File: src/rtl/crc_serial_pkg.sv
package crc_serial_pkg;
  typedef enum logic [1:0] {OP_HOLD, OP_DIV, OP_SHL} div_op_e;
  typedef enum logic [1:0] {ST_IDLE, ST_BODY, ST_APPEND} ctrl_st_e;
  localparam logic MODE_TX = 1'b0;
  localparam logic MODE_RX = 1'b1;
endpackage

File: src/rtl/crc_div_reg.sv
module crc_div_reg
  import crc_serial_pkg::*;
#(
  parameter int          W    = 12,
  parameter logic [W-1:0] POLY = 12'h80F
) (
  input  logic         clk_i,
  input  logic         rst_ni,
  input  logic         clr_i,
  input  div_op_e      op_i,
  input  logic         bit_i,
  output logic [W-1:0] rem_o,
  output logic [W-1:0] rem_next_o
);
  logic [W-1:0] rem_q, base, div_val, shl_val, nxt;
  logic         fb;

  assign base    = clr_i ? '0 : rem_q;
  assign fb      = base[W-1] ^ bit_i;
  assign shl_val = {base[W-2:0], 1'b0};

  // xor only where the divisor has a term
  for (genvar i = 0; i < W; i++) begin : g_tap
    if (i == 0) begin : g_lsb
      if (POLY[0]) begin : g_x
        assign div_val[0] = fb;
      end else begin : g_p
        assign div_val[0] = 1'b0;
      end
    end else begin : g_mid
      if (POLY[i]) begin : g_x
        assign div_val[i] = base[i-1] ^ fb;
      end else begin : g_p
        assign div_val[i] = base[i-1];
      end
    end
  end

  always_comb begin
    unique case (op_i)
      OP_DIV:  nxt = div_val;
      OP_SHL:  nxt = shl_val;
      default: nxt = base;
    endcase
  end

  always_ff @(posedge clk_i or negedge rst_ni) begin
    if (!rst_ni) rem_q <= '0;
    else         rem_q <= nxt;
  end

  assign rem_o      = rem_q;
  assign rem_next_o = nxt;

  AST_SOF_CLEARS: assert property (@(posedge clk_i) disable iff (!rst_ni)
    (clr_i && op_i == OP_HOLD) |=> (rem_o == '0));
  AST_HOLD_STABLE: assert property (@(posedge clk_i) disable iff (!rst_ni)
    (!clr_i && op_i == OP_HOLD) |=> $stable(rem_o));
endmodule

File: src/rtl/crc_ctrl.sv
module crc_ctrl
  import crc_serial_pkg::*;
#(
  parameter int W = 12
) (
  input  logic    clk_i,
  input  logic    rst_ni,
  input  logic    mode_i,
  input  logic    sof_i,
  input  logic    bit_valid_i,
  input  logic    eod_i,
  output logic    clr_o,
  output div_op_e op_o,
  output logic    tx_valid_o,
  output logic    last_rx_o
);
  localparam int CW = (W > 1) ? $clog2(W) : 1;

  ctrl_st_e       st_q, st_d;
  logic           mode_q, mode_eff;
  logic [CW-1:0]  cnt_q, cnt_d;
  logic           body_now, last_bit;

  assign body_now = sof_i || (st_q == ST_BODY);
  assign mode_eff = sof_i ? mode_i : mode_q;
  assign last_bit = body_now && bit_valid_i && eod_i;
  assign clr_o    = sof_i;
  assign last_rx_o = last_bit && (mode_eff == MODE_RX);
  assign tx_valid_o = (st_q == ST_APPEND);

  always_comb begin
    if (body_now && bit_valid_i)              op_o = OP_DIV;
    else if (st_q == ST_APPEND && !sof_i)     op_o = OP_SHL;
    else                                      op_o = OP_HOLD;
  end

  always_comb begin
    st_d  = st_q;
    cnt_d = cnt_q;
    if (last_bit) begin
      st_d  = (mode_eff == MODE_TX) ? ST_APPEND : ST_IDLE;
      cnt_d = '0;
    end else if (sof_i) begin
      st_d = ST_BODY;
    end else if (st_q == ST_APPEND) begin
      if (cnt_q == CW'(W - 1)) st_d = ST_IDLE;
      else                     cnt_d = cnt_q + 1'b1;
    end
  end

  always_ff @(posedge clk_i or negedge rst_ni) begin
    if (!rst_ni) begin
      st_q   <= ST_IDLE;
      cnt_q  <= '0;
      mode_q <= MODE_TX;
    end else begin
      st_q  <= st_d;
      cnt_q <= cnt_d;
      if (sof_i) mode_q <= mode_i;
    end
  end

  AST_TXV_AFTER_EOD: assert property (@(posedge clk_i) disable iff (!rst_ni)
    $rose(tx_valid_o) |-> $past(bit_valid_i && eod_i));
endmodule

File: src/rtl/crc_check.sv
module crc_check #(
  parameter int W = 12
) (
  input  logic         clk_i,
  input  logic         rst_ni,
  input  logic         sof_i,
  input  logic         last_rx_i,
  input  logic [W-1:0] rem_next_i,
  output logic         err_o,
  output logic         err_valid_o
);
  always_ff @(posedge clk_i or negedge rst_ni) begin
    if (!rst_ni) begin
      err_o       <= 1'b0;
      err_valid_o <= 1'b0;
    end else if (last_rx_i) begin
      err_o       <= |rem_next_i;
      err_valid_o <= 1'b1;
    end else if (sof_i) begin
      err_o       <= 1'b0;
      err_valid_o <= 1'b0;
    end
  end

  AST_ERRV_AFTER_LAST: assert property (@(posedge clk_i) disable iff (!rst_ni)
    $rose(err_valid_o) |-> $past(last_rx_i));
  AST_ERR_HOLD: assert property (@(posedge clk_i) disable iff (!rst_ni)
    (err_valid_o && !sof_i && !last_rx_i) |=> (err_valid_o && $stable(err_o)));
endmodule

File: src/rtl/crc_serial.sv
module crc_serial
  import crc_serial_pkg::*;
#(
  parameter int           W    = 12,
  parameter logic [W-1:0] POLY = 12'h80F
) (
  input  logic clk_i,
  input  logic rst_ni,
  input  logic mode_i,
  input  logic sof_i,
  input  logic bit_valid_i,
  input  logic bit_i,
  input  logic eod_i,
  output logic tx_bit_o,
  output logic tx_valid_o,
  output logic err_o,
  output logic err_valid_o
);
  div_op_e      op;
  logic         clr, last_rx;
  logic [W-1:0] rem, rem_next;

  crc_ctrl #(.W(W)) u_ctrl (
    .clk_i, .rst_ni, .mode_i, .sof_i, .bit_valid_i, .eod_i,
    .clr_o(clr), .op_o(op), .tx_valid_o, .last_rx_o(last_rx)
  );

  crc_div_reg #(.W(W), .POLY(POLY)) u_div (
    .clk_i, .rst_ni, .clr_i(clr), .op_i(op), .bit_i,
    .rem_o(rem), .rem_next_o(rem_next)
  );

  crc_check #(.W(W)) u_chk (
    .clk_i, .rst_ni, .sof_i, .last_rx_i(last_rx), .rem_next_i(rem_next),
    .err_o, .err_valid_o
  );

  assign tx_bit_o = tx_valid_o & rem[W-1];
endmodule

File: config.mk
export PLATFORM = sky130hd
export DESIGN_NAME = crc_serial
export DESIGN_NICKNAME = d
export VERILOG_FILES = /design/src/rtl/crc_serial_pkg.sv /design/src/rtl/crc_div_reg.sv /design/src/rtl/crc_ctrl.sv /design/src/rtl/crc_check.sv /design/src/rtl/crc_serial.sv
export SDC_FILE = /design/constraint.sdc
export NUM_CORES = 1
export LEC_CHECK = 0
export ABC_AREA = 1
export BUFFER_PORTS_ARGS = -buffer_cell sky130_fd_sc_hd__buf_2
export CAP_MARGIN = 20
export CORE_MARGIN = 8
export CORE_UTILIZATION = 45
export CTS_BUF_LIST = sky130_fd_sc_hd__clkbuf_4 sky130_fd_sc_hd__clkbuf_8 sky130_fd_sc_hd__clkbuf_16
export DETAILED_ROUTE_END_ITERATION = 8
export PLACE_DENSITY = 0.6
export SYNTH_ARGS = -nofsm -noshare
export SYNTH_HDL_FRONTEND = slang
export SYNTH_HIERARCHICAL = 1
export SYNTH_SLANG_ARGS = --single-unit
File: constraint.sdc
create_clock -name clk_i -period 5.9 [get_ports clk_i]
set_input_delay 0.295 -clock clk_i [delete_from_list [all_inputs] [get_ports clk_i]]
set_output_delay 0.295 -clock clk_i [all_outputs]
set_load 0.1 [all_outputs]
==> After elaboration in Yosys (flattened, before gate mapping) <==
Cells that the tools add are included.
Widths: inputs -> output; s select.
{ "classes": {"n_addsub": 1, "n_eq_ne": 7, "muxes": 17, "bitwise": 6, "reduce_logical": 13} }
{ "ops": {"columns": ["operator", "n"], "rows": [
  ["$pmux 12 s2", 1],
  ["$mux 4", 4],
  ["$mux 2", 7],
  ["$mux 12", 1],
  ["$reduce_or 12->1", 1],
  ["$reduce_bool 3->1", 2],
  ["$xor 1x1->1", 5],
  ["$add 4x1->4 const B", 1],
  ["$eq 2x1->1 const B", 2],
  ["$eq 2x2->1 const B", 2],
  ["$eq 4x4->1 const B", 1],
  ["$logic_and 1x1->1", 4],
  ["$mux 1", 4],
  ["$ne 2x1->1 const B", 2],
  ["$reduce_bool 2->1", 2],
  ["$reduce_and 3->1", 1],
  ["$reduce_and 2->1", 1],
  ["$and 1x1->1", 1],
  ["$logic_not 1->1", 1],
  ["$logic_or 1x1->1", 1]
]} }
{ "word_totals": {"ff_bits": 21, "out_inout_bits": 4} }

==> Logic depth before layout (Yosys ltp) <==
{ "logic_depth": {"depth_word": 8, "depth_mapped": 14} }

==> Hierarchy <==
The synthesis kept the hierarchy.
{ "modules_own_cells": {"columns": ["module", "n_inst", "cells_each", "area_each_um2", "seq_area_each_um2"], "rows": [
  ["crc_div_reg", 1, 73, 603.1, 300.3],
  ["crc_ctrl", 1, 58, 431.7, 175.2],
  ["crc_check", 1, 19, 120.1, 50.0],
  ["crc_serial", 1, 2, 7.5, 0.0]
]} }

==> Least setup slack after synthesis <==
No wires, ideal clock.
{ "synth_path": {"path_type": "register to output", "start": "register u_ctrl.st_q[1]", "end": "output port tx_bit_o", "t_arrival_ps": 2023, "t_required_ps": 5605, "path_slack_ps": 3582, "path_stages_with_launch": 5, "n_path_buf": 0, "path_cell_list": "dfrtp_1 > inv_1 > nor2_2 > nand2_1 > inv_1"} }
{ "synth_between": {"elab_chain_len": 2} }
{ "synth_lines": {"columns": ["item", "line_no", "source"], "rows": [
  ["start, declared", "crc_ctrl.sv:19", "ctrl_st_e st_q, st_d;"],
  ["start signal, assigned", "crc_ctrl.sv:57", "st_q <= st_d;"],
  ["$eq 2x2->1", "crc_ctrl.sv:29", "assign tx_valid_o = (st_q == ST_APPEND);"],
  ["named net tx_valid_o", "crc_serial.sv:15", "output logic tx_valid_o,"],
  ["$and 1x1->1", "crc_serial.sv:38", "assign tx_bit_o = tx_valid_o & rem[W-1];"],
  ["end, declared", "crc_serial.sv:14", "output logic tx_bit_o,"]
]} }
The timed path passes the listed nets, and every way through them passes these cells.

==> Worst setup path after layout <==
{ "layout_path": {"start": "register u_ctrl.st_q[1]", "end": "register u_chk.err_o"} }
{ "layout_between": {"elab_chain_len": 8, "word_cells_on_any_way": 15, "cone_classes": "4 x eq/ne; 4 x mux; 7 x reduce/logical"} }
{ "layout_lines": {"columns": ["item", "line_no", "source"], "rows": [
  ["$eq 2x1->1 *", "crc_ctrl.sv:24", "assign body_now = sof_i || (st_q == ST_BODY);"],
  ["$logic_or 1x1->1 *", "crc_ctrl.sv:24", null],
  ["$logic_and 1x1->1 *", "crc_ctrl.sv:32", "if (body_now && bit_valid_i) op_o = OP_DIV;"],
  ["$mux 2 *", "crc_ctrl.sv:32", null],
  ["named net op[0]", "crc_serial.sv:19", "div_op_e op;"],
  ["$eq 2x2->1 or $eq 2x1->1 (tied branches)", "crc_div_reg.sv:40", "unique case (op_i)"],
  ["$pmux 12 s2 *", "crc_div_reg.sv:40", null],
  ["named net rem_next[10]", "crc_serial.sv:21", "logic [W-1:0] rem, rem_next;"],
  ["$reduce_or 12->1 *", "crc_check.sv:17", "err_o <= |rem_next_i;"],
  ["$mux 1 *", "crc_check.sv:16", "end else if (last_rx_i) begin"],
  ["end signal, assigned", "crc_check.sv:17", null],
  ["end, declared", "crc_check.sv:9", "output logic err_o,"]
]} }
The timed path passes the listed nets; every way through them passes the cells marked *.
A chain may end at the register's enable or synchronous reset.

==> results.yml <==
run_status:
  status: "completed"
setup_path:
  critPathBufInv: 2
  crit_chain: "o21ai_2, and2_1, inv_1, ha_1, inv_1, nand2_1, o22ai_1, nor2_1, nand2_1, nor2_1, a21oi_1"
  crit_slowest_cell: "dfrtp_1"
  cp_slowest_stage_delay_ps: 470
  cp.required_ps: 6090
  path_class: "register to register"
  reg2reg_from: "u_ctrl/st_q[1]$_DFFE_PN0P_"
  endpoint_kind: "register"
  critPathMaxFanout: 11
  worstReg2RegEnd: "u_chk/err_o$_DFFE_PN0P_"
  rrSetupSlack_ps: 3480
  startpoint_type: "register"
  critPathArrivalTime_ps: 2610
  cpLargestDelayFamily: "simple AND/OR/NAND/NOR gates"
  reg2reg_depth: 11
pwr:
  p_leak_nw: 0.6887
  p_per_area_nw_per_um2: 232.2
  peakVddDrop_uv: 143.1
placement:
  portBuffers: 10
  hpwl_mm: 1.854
  place_congestion: 0.8198
  place_area_um2: 1226
clock_tree:
  clockRootBuffer: "clkbuf_4"
  cts_buffers: 3
  htree_levels: 1
  cts.sinks: 21
  cts_tree: "built"
  clk_pin_slew_ps: 110
  cts_hold_buf: 1
  cts-resized-gates: 0
  clockBufferDepth: 2
  post_cts_buffers: 0
  clk-insertion-delay-late_ps: 300
yosys:
  yosysSeqAreaShare_pct: 45.21
  ys_seq_elements: 21
  avgSynthCellArea_um2: 7.647
  synth_cells: 152
  syn-cell-area_um2: 1162
  yosysUniqueCellTypes: 25
  syn_nets: 162
  yosysWarnings: 6
timing:
  tightest_slew_ps: 487.0
  fin_crit_sh_pct: 40.97
  clock_skew_ps: 6.190
  setup-tns-final_ps: 0
  slew_viol_final: 0
  max_slew_margin_pct: 67.75
  finalSetupViolations: 0
  fmax_mhz: 413.7
  period_needed_ps: 2417
  rsz0062_at_grt: "false"
  finalHoldViolCount: 0
grt:
  grt_pass1_wl_mm: 4.133
  antenna_found_initial: 0
  grt_remaining_overflow: 0
  grt_usage_pct: 12.02
  grt_pass1_vias: 923
  grt_max_degree: 22
floorplanning:
  dieArea_um2: 4466
  die_w_um: 66.83
  ios: 11
  coreArea_um2: 2455
  dieHeight_um: 66.83
  row_count: 18
  start_util_pct: 47.35
worst_hold_path:
  worst_hold_startpoint: "eod_i"
  hold_path.class: "input pin to register"
  min_path_cells: 3
  hold-path-endpoint: "u_ctrl/st_q[1]$_DFFE_PN0P_"
routing:
  viasPerCell: 5.124
  postRouteAntennaNets: 0
  drt_iter0_drc: 64
  drc: 0
  dr_total_vias: 994
  dr.pass1.iters: 4
  drt-total-wl_mm: 2.368
  wl_per_cell_um: 12.21
finish:
  diodes: 0
  syn_to_final_growth_pct: 8.934
  drive_gt1_share_pct: 17.07
  fin_nets: 175
  stdcell_area_um2: 1266
run:
  drv_cap: 0
==> state kept, by name, summed over array words and instances, names as in the netlist <==
| signal | flops |
|---|---|
| u_ctrl/cnt_q | 4 |
| u_div/rem_o | 12 |
| u_chk/err_o | 1 |
| u_ctrl/st_q | 2 |
| u_ctrl/mode_q | 1 |
| u_chk/err_valid_o | 1 |
==> tightest hold or removal path, stage by stage <==
cell,delay (ps)
buf_2,110
nand4_1,90
nand2_1,60
==> cell usage after synthesis <==
cell / number / area [um2]
o22ai_1: 7 / 43.79
nand2_1: 43 / 161.4
and2_1: 1 / 6.260
dfrtp_1: 21 / 525.5
a21o_1: 1 / 7.510
or2_1: 1 / 6.260
nand3_1: 8 / 40.04
nand4_1: 2 / 12.51
nand3_2: 2 / 20.02
nor2_1: 16 / 60.06
buf_4: 1 / 7.510
o21a_1: 1 / 7.510
nor2_4: 1 / 11.26
o21ai_2: 1 / 8.760
nand2_2: 5 / 31.28
buf_2: 1 / 5.000
ha_1: 3 / 37.54
nor2_2: 2 / 12.51
inv_2: 3 / 11.26
nand3b_1: 1 / 7.510
inv_1: 20 / 75.07
o211ai_1: 1 / 7.510
buf_6: 1 / 11.26
a21oi_1: 6 / 30.03
o21ai_0: 3 / 15.01
==> metrics by stage <==
stage | worst slack, ps | util [%] | hold slack, ps | std cells | power (mW)
2_1_floorplan | 3582 | - | -0.5911 | 152 | 0.2088
3_3_place_gp | 3586 | 49.95 | 283.6 | 189 | 0.2226
3_5_place_dp | 3505 | 49.95 | 277.1 | 189 | 0.2241
4_1_cts | 3497 | 51.58 | 274.7 | 194 | 0.2976
5_1_grt | 3229 | 51.58 | 277.4 | 194 | 0.3114
6_report | 3483 | 51.58 | 283.0 | 194 | 0.2940
==> layer usage <==
metal / up-vias / track usage [%] / routed length (um) / part of all wire [%]
met2: 17 / 18.40 / 1037 / 44
li1: 504 / - / - / -
met5: - / 0 / 0 / 0
met4: 0 / 4.800 / 31 / 1.3
met1: 469 / 15.49 / 1160 / 49
met3: 4 / 3.356 / 139 / 5.9
==> cells by family (layout without fill, tap and decap cells) <==
logic type | Yosys count | after routing | synth area share (%)
buffers and inverters | 26 | 38 | 9.472
flip-flops | 21 | 21 | 45.21
AO/OA/AOI/OAI | 20 | 20 | 10.33
AND/OR/NAND/NOR | 82 | 82 | 31.76
adder cells (fa/ha/maj) | 3 | 3 | 3.230
==> power by group <==
part | switching [mW] | leakage [nW] | internal, mW
Clock | 0.0417 | 0.0184 | 0.0309
Sequential | 0.00590 | 0.282 | 0.153
Combinational | 0.0462 | 0.388 | 0.0168
Total | 0.0938 | 0.689 | 0.200
==> final cells by class <==
class / instances / area, um2
fillers: 253 / 1189
well taps: 30 / 37.54
flip-flops and latches: 21 / 525.5
multi-input cells: 105 / 526.8
repair buffers: 11 / 60.06
inverters: 23 / 86.33
clock buffers: 4 / 30.03
==> cell usage in the layout, fill, tap and decap left out <==
master	instances
a21oi_1	6
nand3_2	2
o21a_1	1
o211ai_1	1
and2_1	1
buf_2	10
inv_2	3
nand3b_1	1
dfrtp_1	21
inv_1	20
nand3_1	8
nand4_1	2
nand2_1	43
nor2_4	1
nand2_2	5
or2_1	1
dlygate4sd3_1	1
clkbuf_4	4
nor2_1	16
nor2_2	2
o21ai_2	1
a21o_1	1
o22ai_1	7
ha_1	3
o21ai_0	3
==> worst max path at each step <==
| stage | endpoint | start | cells past startpoint | slack [ps] |
|---|---|---|---|---|
| finish | u_chk/err_o$_DFFE_PN0P_ | u_ctrl/st_q[1]$_DFFE_PN0P_ | 11 | 3480 |
| detailed placement | u_chk/err_o$_DFFE_PN0P_ | sof_i | 13 | 3500 |
| floorplan | tx_bit_o | u_ctrl/st_q[1]$_DFFE_PN0P_ | 4 | 3580 |
| global placement | u_chk/err_o$_DFFE_PN0P_ | sof_i | 13 | 3590 |
| CTS | u_chk/err_o$_DFFE_PN0P_ | u_ctrl/st_q[1]$_DFFE_PN0P_ | 11 | 3500 |
| global route | u_chk/err_o$_DFFE_PN0P_ | u_ctrl/st_q[0]$_DFFE_PN0P_ | 12 | 3230 |
Power figures use the tool's default switching activity.
